File: config.mk
export PLATFORM = sky130hd
export DESIGN_NAME = warp_coalescer
export DESIGN_NICKNAME = d
export VERILOG_FILES = /design/src/rtl/coal_pkg.sv /design/src/rtl/coal_first_lane.sv /design/src/rtl/coal_popcount.sv /design/src/rtl/coal_line_match.sv /design/src/rtl/warp_coalescer.sv
export SDC_FILE = /design/constraint.sdc
export NUM_CORES = 2
export LEC_CHECK = 0
export BUFFER_PORTS_ARGS = -buffer_cell sky130_fd_sc_hd__buf_2
export CAP_MARGIN = 15
export CORE_AREA = 2 2 446 448
export DETAILED_ROUTE_END_ITERATION = 8
export DIE_AREA = 0 0 448 450
export HOLD_SLACK_MARGIN = 0.02
export SLEW_MARGIN = 20
export SYNTH_ARGS = -nofsm -noshare
export SYNTH_HDL_FRONTEND = slang
export SYNTH_SLANG_ARGS = --single-unit
File: constraint.sdc
create_clock -name clk -period 6.2 [get_ports clk]
set_input_delay 0.62 -clock clk [delete_from_list [all_inputs] [get_ports clk]]
set_output_delay 0.62 -clock clk [all_outputs]
set_load 0.005 [all_outputs]
File: src/rtl/coal_pkg.sv
package coal_pkg;

    // Granularity of the memory units that lanes are grouped into.
    typedef enum logic {
        GRAN_LINE = 1'b0,   // wide lines, cached loads
        GRAN_SEG  = 1'b1    // narrow segments, uncached loads and stores
    } gran_e;

endpackage

File: src/rtl/coal_first_lane.sv
// Priority pick of the lowest-numbered set bit.
module coal_first_lane #(
    parameter int N  = 32,
    localparam int IW = (N > 1) ? $clog2(N) : 1
) (
    input  logic [N-1:0]  req,
    output logic [IW-1:0] idx,
    output logic          any
);
    always_comb begin
        idx = '0;
        for (int i = N - 1; i >= 0; i--) begin
            if (req[i]) idx = IW'(i);
        end
        any = |req;
    end
endmodule

File: src/rtl/coal_popcount.sv
// Count of set bits in a lane vector.
module coal_popcount #(
    parameter int N  = 32,
    localparam int CW = $clog2(N + 1)
) (
    input  logic [N-1:0]  bits,
    output logic [CW-1:0] count
);
    always_comb begin
        count = '0;
        for (int i = 0; i < N; i++) begin
            count = count + CW'(bits[i]);
        end
    end
endmodule

File: src/rtl/coal_line_match.sv
// Per-lane comparison of unit bases against the unit of the leading lane.
module coal_line_match #(
    parameter int N      = 32,
    parameter int ADDR_W = 32,
    localparam int IW    = (N > 1) ? $clog2(N) : 1
) (
    input  logic [N*ADDR_W-1:0] addr,
    input  logic [N-1:0]        pend,
    input  logic [IW-1:0]       lead_idx,
    input  logic [ADDR_W-1:0]   low_mask,
    output logic [N-1:0]        match,
    output logic [ADDR_W-1:0]   lead_base
);
    logic [ADDR_W-1:0] lane_base [N];

    generate
        for (genvar g = 0; g < N; g++) begin : g_lane
            assign lane_base[g] = addr[g*ADDR_W +: ADDR_W] & ~low_mask;
            assign match[g]     = pend[g] && (lane_base[g] == lead_base);
        end
    endgenerate

    assign lead_base = lane_base[lead_idx];
endmodule

File: src/rtl/warp_coalescer.sv
module warp_coalescer
    import coal_pkg::*;
#(
    parameter int LANES    = 32,
    parameter int ADDR_W   = 32,
    parameter int LINE_LG2 = 7,
    parameter int SEG_LG2  = 5,
    localparam int IW      = (LANES > 1) ? $clog2(LANES) : 1,
    localparam int CNT_W   = $clog2(LANES + 1),
    localparam int REQ_W   = CNT_W + 2,
    localparam int MOV_W   = CNT_W + LINE_LG2
) (
    input  logic                    clk,
    input  logic                    rst_n,
    input  logic                    in_valid,
    output logic                    in_ready,
    input  logic                    in_mode,
    input  logic [LANES-1:0]        in_active,
    input  logic [LANES*ADDR_W-1:0] in_addr,
    output logic                    tx_valid,
    input  logic                    tx_ready,
    output logic [ADDR_W-1:0]       tx_base,
    output logic [LANES-1:0]        tx_mask,
    output logic                    tx_last,
    output logic                    rpt_valid,
    output logic [CNT_W-1:0]        rpt_txns,
    output logic [REQ_W-1:0]        rpt_req_bytes,
    output logic [MOV_W-1:0]        rpt_moved_bytes
);
    localparam logic [ADDR_W-1:0] LINE_LOW = ADDR_W'((64'd1 << LINE_LG2) - 64'd1);
    localparam logic [ADDR_W-1:0] SEG_LOW  = ADDR_W'((64'd1 << SEG_LG2) - 64'd1);

    typedef struct packed {
        logic                    busy;
        gran_e                   mode;
        logic [LANES*ADDR_W-1:0] addr;
        logic [LANES-1:0]        pend;
        logic [CNT_W-1:0]        cnt;
        logic [REQ_W-1:0]        reqb;
        logic                    rv;
        logic [CNT_W-1:0]        rtx;
        logic [REQ_W-1:0]        rreq;
        logic [MOV_W-1:0]        rmov;
    } state_t;

    state_t s_d, s_q;

    logic [IW-1:0]     lead_idx;
    logic              lead_any;
    logic [LANES-1:0]  match;
    logic [ADDR_W-1:0] lead_base;
    logic [ADDR_W-1:0] low_mask;
    logic [CNT_W-1:0]  act_cnt;
    logic [CNT_W-1:0]  cnt_inc;
    logic [LANES-1:0]  pend_after;
    logic              final_tx;

    assign low_mask = (s_q.mode == GRAN_SEG) ? SEG_LOW : LINE_LOW;

    coal_first_lane #(.N(LANES)) u_first (
        .req (s_q.pend),
        .idx (lead_idx),
        .any (lead_any)
    );

    coal_line_match #(.N(LANES), .ADDR_W(ADDR_W)) u_match (
        .addr      (s_q.addr),
        .pend      (s_q.pend),
        .lead_idx  (lead_idx),
        .low_mask  (low_mask),
        .match     (match),
        .lead_base (lead_base)
    );

    coal_popcount #(.N(LANES)) u_pop (
        .bits  (in_active),
        .count (act_cnt)
    );

    assign cnt_inc    = s_q.cnt + CNT_W'(1);
    assign pend_after = s_q.pend & ~match;
    assign final_tx   = (pend_after == '0);

    always_comb begin
        s_d    = s_q;
        s_d.rv = 1'b0;
        if (!s_q.busy) begin
            if (in_valid) begin
                s_d.mode = gran_e'(in_mode);
                s_d.addr = in_addr;
                s_d.pend = in_active;
                s_d.cnt  = '0;
                s_d.reqb = {act_cnt, 2'b00};
                if (in_active == '0) begin
                    s_d.rv   = 1'b1;
                    s_d.rtx  = '0;
                    s_d.rreq = '0;
                    s_d.rmov = '0;
                end else begin
                    s_d.busy = 1'b1;
                end
            end
        end else if (tx_ready && lead_any) begin
            s_d.pend = pend_after;
            s_d.cnt  = cnt_inc;
            if (final_tx) begin
                s_d.busy = 1'b0;
                s_d.rv   = 1'b1;
                s_d.rtx  = cnt_inc;
                s_d.rreq = s_q.reqb;
                s_d.rmov = (s_q.mode == GRAN_SEG) ? (MOV_W'(cnt_inc) << SEG_LG2)
                                                  : (MOV_W'(cnt_inc) << LINE_LG2);
            end
        end
    end

    always_ff @(posedge clk or negedge rst_n) begin
        if (!rst_n) s_q <= '0;
        else        s_q <= s_d;
    end

    assign in_ready        = !s_q.busy;
    assign tx_valid        = s_q.busy && lead_any;
    assign tx_base         = lead_base;
    assign tx_mask         = match;
    assign tx_last         = final_tx;
    assign rpt_valid       = s_q.rv;
    assign rpt_txns        = s_q.rtx;
    assign rpt_req_bytes   = s_q.rreq;
    assign rpt_moved_bytes = s_q.rmov;
endmodule


==> metrics.md <==
| Metric | Value |
|---|---|
| Largest cells by area after synthesis | `dfrtp_1 40%, nand2_1 18%, xnor2_1 7.9%, nand3_1 2.9%, xor2_1 2.8%` |
| Worst R2R End | `rpt_req_bytes[6]` |
| Outcome | `finished, violations left` |
| Initial antenna violation count | `28` |
| Clock buffer depth | `3` |
| Final nets | `~11000` |
| Crit end category | `output port` |
| Total grt overflow | `0` |
| Hold Path Class | `in2reg` |
| Crit-path leading delay family | `buffers and inverters` |
| Placer Congestion | `roughly 1.1` |
| Die height | `about 450 um` |
| RSZ-0062 raised after global routing | `yes` |
| Netlist cell types | `around 110` |
| CP max-delay cell | `nor4_4` |
| CP Launch Type | `register` |
| Max Transition Viols Final | `0` |
| Total Wirelength | `between 400000 and 500000 um` |
| Wirelength per Cell | `~33 um` |
| Failing checks | `negative setup slack` |
| Post-synthesis area per instance | `between 7 and 8 um2` |
| First-pass GRT wire length | `approximately 550000 um` |
| CTS sink cnt | `931` |
| Synth area leader | `dfrtp_1` |
| Final WS setup | `-1.33 ns` |
| Cell Rows | `~160` |
| Yosys top cell area share | `around two fifths` |
| Top cell types by occurrence after synthesis | `2847 x nand2_1, 931 x dfrtp_1, 525 x xnor2_1, 334 x nand3_1, 323 x clkbuf_1` |
| CP peak stage delay | `around 0.64 ns` |
| Post-Route Skew | `between 0.04 and 0.05 ns` |
| Crit. path cell count | `27` |
| Simple-gate share of the synthesized area | `approximately 27%` |
| I/O pin count | `1156` |
| Fin. Hold Viols | `0` |
| Number of global-route vias before repair | `approximately 67000` |
| CP endpoint | `tx_last` |
| # DRC | `0` |
| Starting Density | `between 20% and 30%` |
| RR Startpoint | `s_q[64]` |
| Gr usage total | `between 30% and 40%` |
| Worst setup path startpoint | `s_q[64]` |
| Ys Warns | `0` |
| Worst EP required | `approximately 5.6 ns` |
| CP Class | `reg2out` |
| Largest net degree at the start of global routing | `around 220` |
| Filler cells | `around 20000` |
| Yosys reg bits | `931` |
| Most frequent CP cell | `buf_4` |
| Rel. slew slack | `19.2%` |
| DIE AREA | `202000 um2` |
| Most common cell in the synthesized netlist | `nand2_1` |
| Adder-cell share of the synthesized area | `around 1.0%` |
| Fmax | `about 0.13 GHz` |
| Post-route ant nets | `0` |
| Mapped cell area | `~58000 um2` |
| CTS H-Tree Depth | `3` |
| Via density | `between 5 and 6` |
| Post-DP HPWL | `329000 um` |
| CTS buffer count | `105` |
| CP Max Fanout | `7` |
| CP arrival | `a little under 7 ns` |
| R2R depth | `30` |
| Crit path time final | `between 7 and 8 ns` |
| Max-cap violations | `0` |
| Synth Area in Compound Gates | `between 10% and 20%` |
| Cells after Synth | `7338` |
| Die Wd | `between 400 and 500 um` |
| Largest family of logic cells by synthesized area | `simple AND/OR/NAND/NOR gates` |
| Layout cells sized above 1 | `31.3%` |
| Sequential-to-total area share from yosys stat | `40.1%` |
| DR iter-0 viols | `9225` |
| Core Area | `~200000 um2` |
| Ys flop type | `dfrtp_1` |
| TritonCTS clock tree | `yes` |
| Endpoints failing setup | `54` |
| Worst path buffer plus inverter count | `12` |
| DP Worst Slack | `-2.13 ns` |
| R2R setup slack | `-0.66 ns` |
| CTS Root Cell | `clkbuf_16` |
| Pre-antenna DRT Iters | `7` |
| Multiplexer share of the synthesized area | `2.26%` |
| Post-Synth XOR/XNOR Area | `10.7%` |
| Area of the multi-input gates | `between 30000 and 40000 um2` |
| Post-synth EDFFs | `0` |
| DR vias | `between 60000 and 70000` |
| Async S/R FF share, synth | `100%` |
| Worst-path clk slew | `approximately 0.060 ns` |
| FF+latch area | `around 23000 um2` |
| Clk_lat worst skew | `0.83 ns` |
| Period utilisation layout | `121%` |
| Measured slew at the worst slew-check pin | `1.21 ns` |
| Area grow syn2layout | `52.6%` |
| I/O Buffers | `983` |
-- placed cells by master, fill, tap and decap left out, drive strengths merged, types with 21 or more instances in the layout --
cell         netlist  final
nand3            336    336
nand4            101    101
nor3              78     78
mux2              26     26
a311oi            26     26
a211oi            49     49
dlygate4sd3        0    450
inv              134    147
o2111ai           21     21
fa                24     24
nand2           2849   2849
a21o              52     52
mux2i             68     68
xnor2            525    525
xor2             186    186
a21oi            211    211
buf              253   2354
a21boi            24     24
o211ai            90     90
nor2              86     86
a221oi            36     36
a2111oi           26     26
a211o             81     81
a31oi             51     51
nor4              91     91
clkbuf           324    156
and3              82     82
dfrtp            931    931
o21ai            245    245
a22oi             43     43
-- per-layer routing --
layer	vias up	wire [um]	track usage, %
li1	29300	-	-
met1	34600	158000	48.7
met2	4502	179000	60.5
met3	1380	38200	8.76
met4	18	38000	28.2
met5	-	144	0
-- tightest hold or removal path, delay by kind of cell --
kind          cells  cell delay, ns
simple gates      2            0.10
buf+inv           1            0.09
-- cells by family after synthesis --
group | Yosys count
compound gates | 1090
xor+xnor | 711
fa+ha+maj | 34
buf+inv | 712
flops | 931
mux | 109
other cells | 1
simple gates | 3750
-- final cells by class --
cell class	instances	share of cell area, %
well taps	2640	3.72
clock inverters	44	0.688
diodes	8	0.0226
clock buffers	146	3.41
repair buffers	2818	25.8
flip-flops and latches	931	26.3
inverters	135	0.576
multi-input cells	5706	39.5
-- sequential cells by signal (all words and copies together), names as in the netlist --
signal	count
rpt_req_bytes	6
rpt_valid	1
s_q	910
rpt_txns	6
rpt_moved_bytes	8
-- worst min path at each step --
stage               slack, ns    startpoint                   to  cells past startpoint
floorplan                0.32         rst_n  rpt_moved_bytes[10]                      0
global placement         0.46       s_q[89]              s_q[89]                      2
detailed placement       0.46       s_q[89]              s_q[89]                      2
CTS                      0.02  in_addr[461]             s_q[535]                      3
global route             0.03  in_addr[137]             s_q[211]                      3
finish                   0.03  in_addr[377]             s_q[451]                      3
-- per-stage QoR --
step           cell area (um2)  hold WS [ns]  std cells  TNS, ns  utilization (%)
5_1_grt                  88700        0.0277      12400   -32.39             45.1
2_1_floorplan            58200         0.324       7349        0                -
3_3_place_gp             73600         0.459      11500   -62.99             37.4
3_5_place_dp             73600         0.459      11500   -54.06             37.4
4_1_cts                  85200        0.0200      12300   -20.40             43.3
6_report                 88700        0.0296      12400   -29.91             45.1
-- repair_timing --
| action | in CTS | in global routing |
|---|---|---|
| buffers inserted | 121 | 158 |
| cloned | 8 | 10 |
| pin swaps | 115 | 147 |
| endpoints found under the setup margin | 61 | 54 |
| gates resized for setup | 449 | 385 |
| hold buffers | 450 | 0 |
| hold endpoints to repair | 522 | 0 |
Power is not shown: default switching activity piles up to over one toggle a cycle in this logic, so the estimate is an artifact.
